$ cat config.mk
export PLATFORM = sky130hd
export DESIGN_NAME = xfer_splitter
export DESIGN_NICKNAME = d
export VERILOG_FILES = /design/src/rtl/xfer_split_pkg.sv /design/src/rtl/xfer_chunk_sel.sv /design/src/rtl/xfer_advance.sv /design/src/rtl/xfer_splitter.sv
export SDC_FILE = /design/constraint.sdc
export NUM_CORES = 1
export LEC_CHECK = 0
export CORE_MARGIN = 3
export CORE_UTILIZATION = 38
export CTS_CLUSTER_SIZE = 20
export DETAILED_ROUTE_END_ITERATION = 10
export PLACE_DENSITY = 0.6
export SETUP_SLACK_MARGIN = 0.1
export SLEW_MARGIN = 20
export SYNTH_ARGS = -nofsm -noshare
export SYNTH_HDL_FRONTEND = slang
export SYNTH_SLANG_ARGS = --single-unit
$ cat constraint.sdc
create_clock -name clk -period 5.1 [get_ports clk]
set_clock_uncertainty 0.2 [all_clocks]
set_input_delay 1.02 -clock clk [delete_from_list [all_inputs] [get_ports clk]]
set_output_delay 1.02 -clock clk [all_outputs]
set_load 0.02 [all_outputs]
$ cat src/rtl/xfer_split_pkg.sv
package xfer_split_pkg;

    typedef enum logic [2:0] {
        BT_SINGLE = 3'b000,
        BT_INCR4  = 3'b011,
        BT_INCR8  = 3'b101,
        BT_INCR16 = 3'b111
    } burst_code_e;

    typedef enum logic {
        ST_IDLE = 1'b0,
        ST_BUSY = 1'b1
    } split_state_e;

    localparam int BEATS_W = 5;
    localparam int NUM_FIXED = 3;

endpackage

$ cat src/rtl/xfer_chunk_sel.sv
module xfer_chunk_sel
    import xfer_split_pkg::*;
#(
    parameter int ADDR_W     = 32,
    parameter int LEN_W      = 16,
    parameter int BOUND_LOG2 = 10
) (
    input  logic [ADDR_W-1:0]  addr_i,
    input  logic [LEN_W-1:0]   rem_i,
    input  logic [1:0]         size_i,
    output logic [BEATS_W-1:0] beats_o,
    output burst_code_e        code_o
);

    localparam int ROOM_W = BOUND_LOG2 + 1;

    logic [ROOM_W-1:0]    room_bytes;
    logic [ROOM_W-1:0]    room_beats;
    logic [NUM_FIXED-1:0] fits;

    always_comb begin
        room_bytes = ROOM_W'(1 << BOUND_LOG2) - ROOM_W'(addr_i[BOUND_LOG2-1:0]);
        room_beats = room_bytes >> size_i;
    end

    // Candidate g is 16 >> g beats: 16, 8, 4.
    for (genvar g = 0; g < NUM_FIXED; g++) begin : g_cand
        localparam int CAND = 16 >> g;
        assign fits[g] = (room_beats >= ROOM_W'(CAND)) && (rem_i >= LEN_W'(CAND));
    end

    always_comb begin
        if (fits[0]) begin
            beats_o = BEATS_W'(16);
            code_o  = BT_INCR16;
        end else if (fits[1]) begin
            beats_o = BEATS_W'(8);
            code_o  = BT_INCR8;
        end else if (fits[2]) begin
            beats_o = BEATS_W'(4);
            code_o  = BT_INCR4;
        end else begin
            beats_o = BEATS_W'(1);
            code_o  = BT_SINGLE;
        end
    end

endmodule

$ cat src/rtl/xfer_advance.sv
module xfer_advance
    import xfer_split_pkg::*;
#(
    parameter int ADDR_W = 32,
    parameter int LEN_W  = 16
) (
    input  logic [ADDR_W-1:0]  addr_i,
    input  logic [LEN_W-1:0]   rem_i,
    input  logic [1:0]         size_i,
    input  logic [BEATS_W-1:0] beats_i,
    output logic [ADDR_W-1:0]  addr_o,
    output logic [LEN_W-1:0]   rem_o,
    output logic               last_o
);

    logic [ADDR_W-1:0] step_bytes;

    always_comb begin
        step_bytes = ADDR_W'(beats_i) << size_i;
        addr_o     = addr_i + step_bytes;
        rem_o      = rem_i - LEN_W'(beats_i);
        last_o     = (rem_o == '0);
    end

endmodule

$ cat src/rtl/xfer_splitter.sv
module xfer_splitter
    import xfer_split_pkg::*;
#(
    parameter int ADDR_W     = 32,
    parameter int LEN_W      = 16,
    parameter int BOUND_LOG2 = 10
) (
    input  logic              clk,
    input  logic              rst_n,
    input  logic              req_valid,
    output logic              req_ready,
    input  logic [ADDR_W-1:0] req_addr,
    input  logic [LEN_W-1:0]  req_len,
    input  logic [1:0]        req_size,
    output logic              cmd_valid,
    input  logic              cmd_ready,
    output logic [ADDR_W-1:0] cmd_addr,
    output logic [2:0]        cmd_burst,
    output logic [4:0]        cmd_beats,
    output logic [1:0]        cmd_size,
    output logic              done
);

    typedef struct packed {
        split_state_e      st;
        logic [ADDR_W-1:0] addr;
        logic [LEN_W-1:0]  rem;
        logic [1:0]        size;
        logic              done;
    } split_regs_t;

    split_regs_t r_d, r_q;

    logic [BEATS_W-1:0] chunk_beats;
    burst_code_e        chunk_code;
    logic [ADDR_W-1:0]  adv_addr;
    logic [LEN_W-1:0]   adv_rem;
    logic               adv_last;

    xfer_chunk_sel #(
        .ADDR_W    (ADDR_W),
        .LEN_W     (LEN_W),
        .BOUND_LOG2(BOUND_LOG2)
    ) i_chunk_sel (
        .addr_i (r_q.addr),
        .rem_i  (r_q.rem),
        .size_i (r_q.size),
        .beats_o(chunk_beats),
        .code_o (chunk_code)
    );

    xfer_advance #(
        .ADDR_W(ADDR_W),
        .LEN_W (LEN_W)
    ) i_advance (
        .addr_i (r_q.addr),
        .rem_i  (r_q.rem),
        .size_i (r_q.size),
        .beats_i(chunk_beats),
        .addr_o (adv_addr),
        .rem_o  (adv_rem),
        .last_o (adv_last)
    );

    always_comb begin
        r_d      = r_q;
        r_d.done = 1'b0;
        case (r_q.st)
            ST_IDLE: begin
                if (req_valid) begin
                    if (req_len == '0) begin
                        r_d.done = 1'b1;
                    end else begin
                        r_d.st   = ST_BUSY;
                        r_d.addr = req_addr;
                        r_d.rem  = req_len;
                        r_d.size = req_size;
                    end
                end
            end
            ST_BUSY: begin
                if (cmd_ready) begin
                    r_d.addr = adv_addr;
                    r_d.rem  = adv_rem;
                    if (adv_last) begin
                        r_d.st   = ST_IDLE;
                        r_d.done = 1'b1;
                    end
                end
            end
            default: r_d.st = ST_IDLE;
        endcase
    end

    always_ff @(posedge clk) begin
        if (!rst_n) begin
            r_q <= '{st: ST_IDLE, addr: '0, rem: '0, size: '0, done: 1'b0};
        end else begin
            r_q <= r_d;
        end
    end

    assign req_ready = (r_q.st == ST_IDLE);
    assign cmd_valid = (r_q.st == ST_BUSY);
    assign cmd_addr  = r_q.addr;
    assign cmd_burst = chunk_code;
    assign cmd_beats = chunk_beats;
    assign cmd_size  = r_q.size;
    assign done      = r_q.done;

    // Checks on the port behaviour
    logic [BOUND_LOG2+8:0] ast_end;
    assign ast_end = (BOUND_LOG2+9)'(cmd_addr[BOUND_LOG2-1:0])
                   + ((BOUND_LOG2+9)'(cmd_beats) << cmd_size);

    AST_NO_CROSS: assert property (@(posedge clk) disable iff (!rst_n)
        cmd_valid |-> ast_end <= (BOUND_LOG2+9)'(1 << BOUND_LOG2));

    AST_CMD_HOLD: assert property (@(posedge clk) disable iff (!rst_n)
        (cmd_valid && !cmd_ready) |=> (cmd_valid && $stable(cmd_addr)
            && $stable(cmd_beats) && $stable(cmd_burst) && $stable(cmd_size)));

    AST_ADDR_STEP: assert property (@(posedge clk) disable iff (!rst_n)
        (cmd_valid && cmd_ready) |=> (!cmd_valid
            || cmd_addr == $past(cmd_addr) + (ADDR_W'($past(cmd_beats)) << $past(cmd_size))));

    AST_DONE_IDLE: assert property (@(posedge clk) disable iff (!rst_n)
        done |-> (req_ready && !cmd_valid));

    AST_BEATS_SET: assert property (@(posedge clk) disable iff (!rst_n)
        cmd_valid |-> ($countones(cmd_beats) == 1 && cmd_beats != 5'd2));

    AST_BUSY_LEFT: assert property (@(posedge clk) disable iff (!rst_n)
        cmd_valid |-> r_q.rem >= LEN_W'(cmd_beats));

endmodule

==> results.md <==
- Status: complete, no violations
- Pre-Repair DR Iteration Count: 7
- First-pass GRT wire length: 22,470 µm
- Initial antenna violation count: 0
- DRC Markers: 0
- Ant. Diodes: 0
- Vias/cell: 5.919
- Row cnt: 37
- Fillers: 1,050
- Placed cell count: 767
- Critical path's top delay family: compound AO/OA/AOI/OAI gates
- Routed WL: 14,010 µm
- Final min period: 4.802 ns
- Htree depth: 2
- Crit path max fanout: 10
- Share of cells above drive strength 1: 0.1192
- Vias: 4,629
- Crit. End Element: register
- Fin Setup TNS: 0 ns
- Tcrit/Tclk final: 0.9415
- Vias in the first global route: 4,486
- Total power: 1502 µW
- RR Endpoint: cmd_addr[17]$_SDFFE_PN0P_
- Fin cells: 782
- Synthesized area per cell: 7.418 µm²
- R2R depth: 20
- Most frequent CP cell: o21a_1
- Gate power share: 0.468
- Post-Syn Area: 4058 µm²
- # Max-Cap Violations: 0
- Overall routing resource usage: 0.2329
- Switching power: 594.6 µW
- R2R Setup Slk: 0.30 ns
- Number of flops mapped to enable cells by yosys: 0
- Clk root buf: clkbuf_8
- Fmax: 208.3 MHz
- Detail Route Antenna Nets: 0
- Global route total overflow: 0
- CTS clock-pin slew for the worst setup and hold paths: 0.11 ns
- Yosys Warn Count: 0
- Power density cells: 273.5 nW/µm²
- CP Depth: 20
- RSZ-0062 raised after global routing: yes
- Fin. Hold Viols: 0
- Slew @ Worst Pin: 1.033 ns
- Hold WC Path Type: reg -> reg
- CP Launch Type: register
- CP cell instances: or4_4 -> o21a_1 -> or2_2 -> a21oi_1 -> nor4_1 -> o21ai_0 -> o21ai_1 -> and2_1 -> a21oi_2 -> o22ai_1 -> ha_1 -> a21boi_1 -> o21ai_1 -> a21oi_1 -> o21a_1 -> o21a_1 -> o21a_1 -> and2_1 -> a32o_1 -> o21a_1
- Predominant post-synthesis flop cell: dfxtp_1
- Sequential group share of total power: 0.327
- Critical path class: reg -> reg
- Maximum root-to-sink buffer count: 2
- Fraction of registers with async set or reset after synthesis: 0
- Count of cell types in the netlist: 79
- Die area: 11,950 µm²
- Seq/Total Area, Yosys: 0.2566
- Clk pwr share: 0.205
- Post-synth net total: 616
- Dpl hpwl: 10,090 µm
- Initial DRC Count: 301
- CORE AREA: 10,370 µm²
- Leakage: 0.002006 µW
- CP max stage cell: or4_4
- Final setup fails: 0
- Flop and latch count out of synthesis: 52
- Worst path max stage delay: 0.59 ns
- Final GP Congestion: 0.8963
- Die W: 109.3 µm
- # port buffers: 97
- Pint: 907.6 µW
- Critical Path Sink: cmd_addr[17]$_SDFFE_PN0P_
- Ports: 99
- CTS tree: built
- Sw Share: 0.3958
- CTS sink count: 52
- Worst r2r src: cmd_addr[0]$_SDFFE_PN0P_
- Req. time, crit path: 5.12 ns
- Largest net degree at the start of global routing: 53
- Final core occ: 0.5297
- Max Slew Vio Count: 0
- Die height: 109.3 µm
- Nets: 714
- VDD IR max: 0.1385 mV
- CP arrival: 4.82 ns
- Syn Inst Count: 547
- Routed wire per std cell: 17.92 µm
- Area grow syn2layout: 35.37%
- Initial Utilization: 0.3913
- Post-CTS Hold Fix Bufs: 0
- Clock Latency Late Sink: 0.32 ns
- CTS Buf Count: 5
- CP startpoint: cmd_addr[0]$_SDFFE_PN0P_
- Slew headroom: 0.3116
- Buffers & Inverters on Critical Path: 0
[power by group through the flow]
| stage | clock network (µW) | logic (µW) | registers [µW] |
|---|---|---|---|
| after floorplan | 0 | 420 | 500 |
| after global placement | 0 | 656 | 497 |
| after detailed placement | 0 | 662 | 498 |
| after CTS | 312 | 667 | 489 |
| after global routing | 327 | 765 | 498 |
| final | 308 | 703 | 491 |
[layout by cell type (no fill, tap or decap), types with 10 or more instances in the layout]
cell type	Yosys	final
a22oi_1	10	10
nand3_1	13	13
o21a_1	10	10
clkdlybuf4s50_1	0	97
nor2_1	60	59
dfxtp_1	52	51
ha_1	14	13
a31oi_1	12	12
nand2_1	45	45
buf_4	1	28
o21ai_0	21	20
a21oi_1	49	46
nor3_1	26	25
nor4_1	13	13
nand4_1	10	10
inv_1	23	23
a221oi_1	15	14
[worst min-delay path, stage by stage, from the launching register on]
cell,delay (ns)
dfxtp_1,0.34
nand2_1,0.06
a21oi_1,0.06
[registers in the layout, indices dropped and copies added, names as in the netlist]
signal     count
cmd_size       2
done           1
r_q           16
cmd_valid      1
cmd_addr      32
[timing repair]
| item | 4_1_cts | 5_1_grt |
|---|---|---|
| pin swaps | 0 | 5 |
| resized for setup | 1 | 19 |
| buffers inserted | 0 | 7 |
| setup endpoints to repair | 1 | 31 |
[cell type report]
cell class | instances | area [µm²] | area share
Clock buffer | 5 | 68.82 | 0.01253
Multi-Input combinational cell | 436 | 2874 | 0.5232
Inverter | 24 | 90.09 | 0.01640
Timing Repair Buffer | 126 | 1201 | 0.2187
Tap cell | 136 | 170.2 | 0.03098
Sequential cell | 52 | 1042 | 0.1897
Clock inverter | 3 | 46.29 | 0.008428
[synthesized netlist by cell type, drive strengths merged, types with 4 or more instances]
master,instances,area share
a21oi,49,0.060
a221oi,16,0.036
a31oi,12,0.019
nor2,62,0.060
and2,7,0.011
clkbuf,31,0.029
a32oi,4,0.0086
nand2,45,0.042
nand4,10,0.015
ha,14,0.043
a21o,4,0.0074
nor2b,4,0.0062
a22oi,10,0.019
nand2b,4,0.0062
xnor2,9,0.019
or3,5,0.0077
o311ai,6,0.013
o21a,10,0.019
nand3,13,0.016
nor3,28,0.037
o211ai,6,0.011
or2,5,0.0077
o21ai,28,0.035
dfxtp,52,0.26
mux2i,4,0.013
inv,24,0.022
a211oi,6,0.014
and3,9,0.014
nor4,15,0.026
buf,4,0.0068
[cell families after synthesis]
group / Yosys count / synth area share
XOR/XNOR: 11 / 0.02375
other: 1 / 0.0009242
multiplexers: 6 / 0.01850
AND/OR/NAND/NOR: 219 / 0.2735
buffers and inverters: 59 / 0.05766
adder cells (fa/ha/maj): 16 / 0.05057
AO/OA/AOI/OAI: 183 / 0.3185
flip-flops: 52 / 0.2566
[worst min-delay path by stage]
stage	end	cells past startpoint	slack, ns	start
2_1_floorplan	r_q[3]$_SDFFE_PN0P_	2	0.27	r_q[3]$_SDFFE_PN0P_
6_report	cmd_size[1]$_SDFFE_PN0P_	2	0.30	cmd_size[1]$_SDFFE_PN0P_
5_1_grt	cmd_size[1]$_SDFFE_PN0P_	2	0.34	cmd_size[1]$_SDFFE_PN0P_
3_3_place_gp	cmd_size[1]$_SDFFE_PN0P_	2	0.28	cmd_size[1]$_SDFFE_PN0P_
4_1_cts	cmd_size[1]$_SDFFE_PN0P_	2	0.30	cmd_size[1]$_SDFFE_PN0P_
3_5_place_dp	cmd_size[1]$_SDFFE_PN0P_	2	0.29	cmd_size[1]$_SDFFE_PN0P_
[per-stage QoR]
step / cell area (µm²) / setup slack [ns] / hold slack (ns)
after global routing: 5493 / 0.02886 / 0.3406
after detailed placement: 5224 / 0.06021 / 0.2863
after global placement: 5224 / 0.2647 / 0.2805
after CTS: 5346 / 0.1012 / 0.3015
final: 5493 / 0.2985 / 0.2994
after floorplan: 4060 / 0.1539 / 0.2713
[per-layer routing]
metal	part of all wire	vias to the layer above	track usage
met5	0	-	0
met4	0.014	0	0.06589
met3	0.063	17	0.03876
met2	0.47	172	0.3793
met1	0.45	2190	0.3176
li1	-	2250	-
Power figures use the tool's default switching activity.
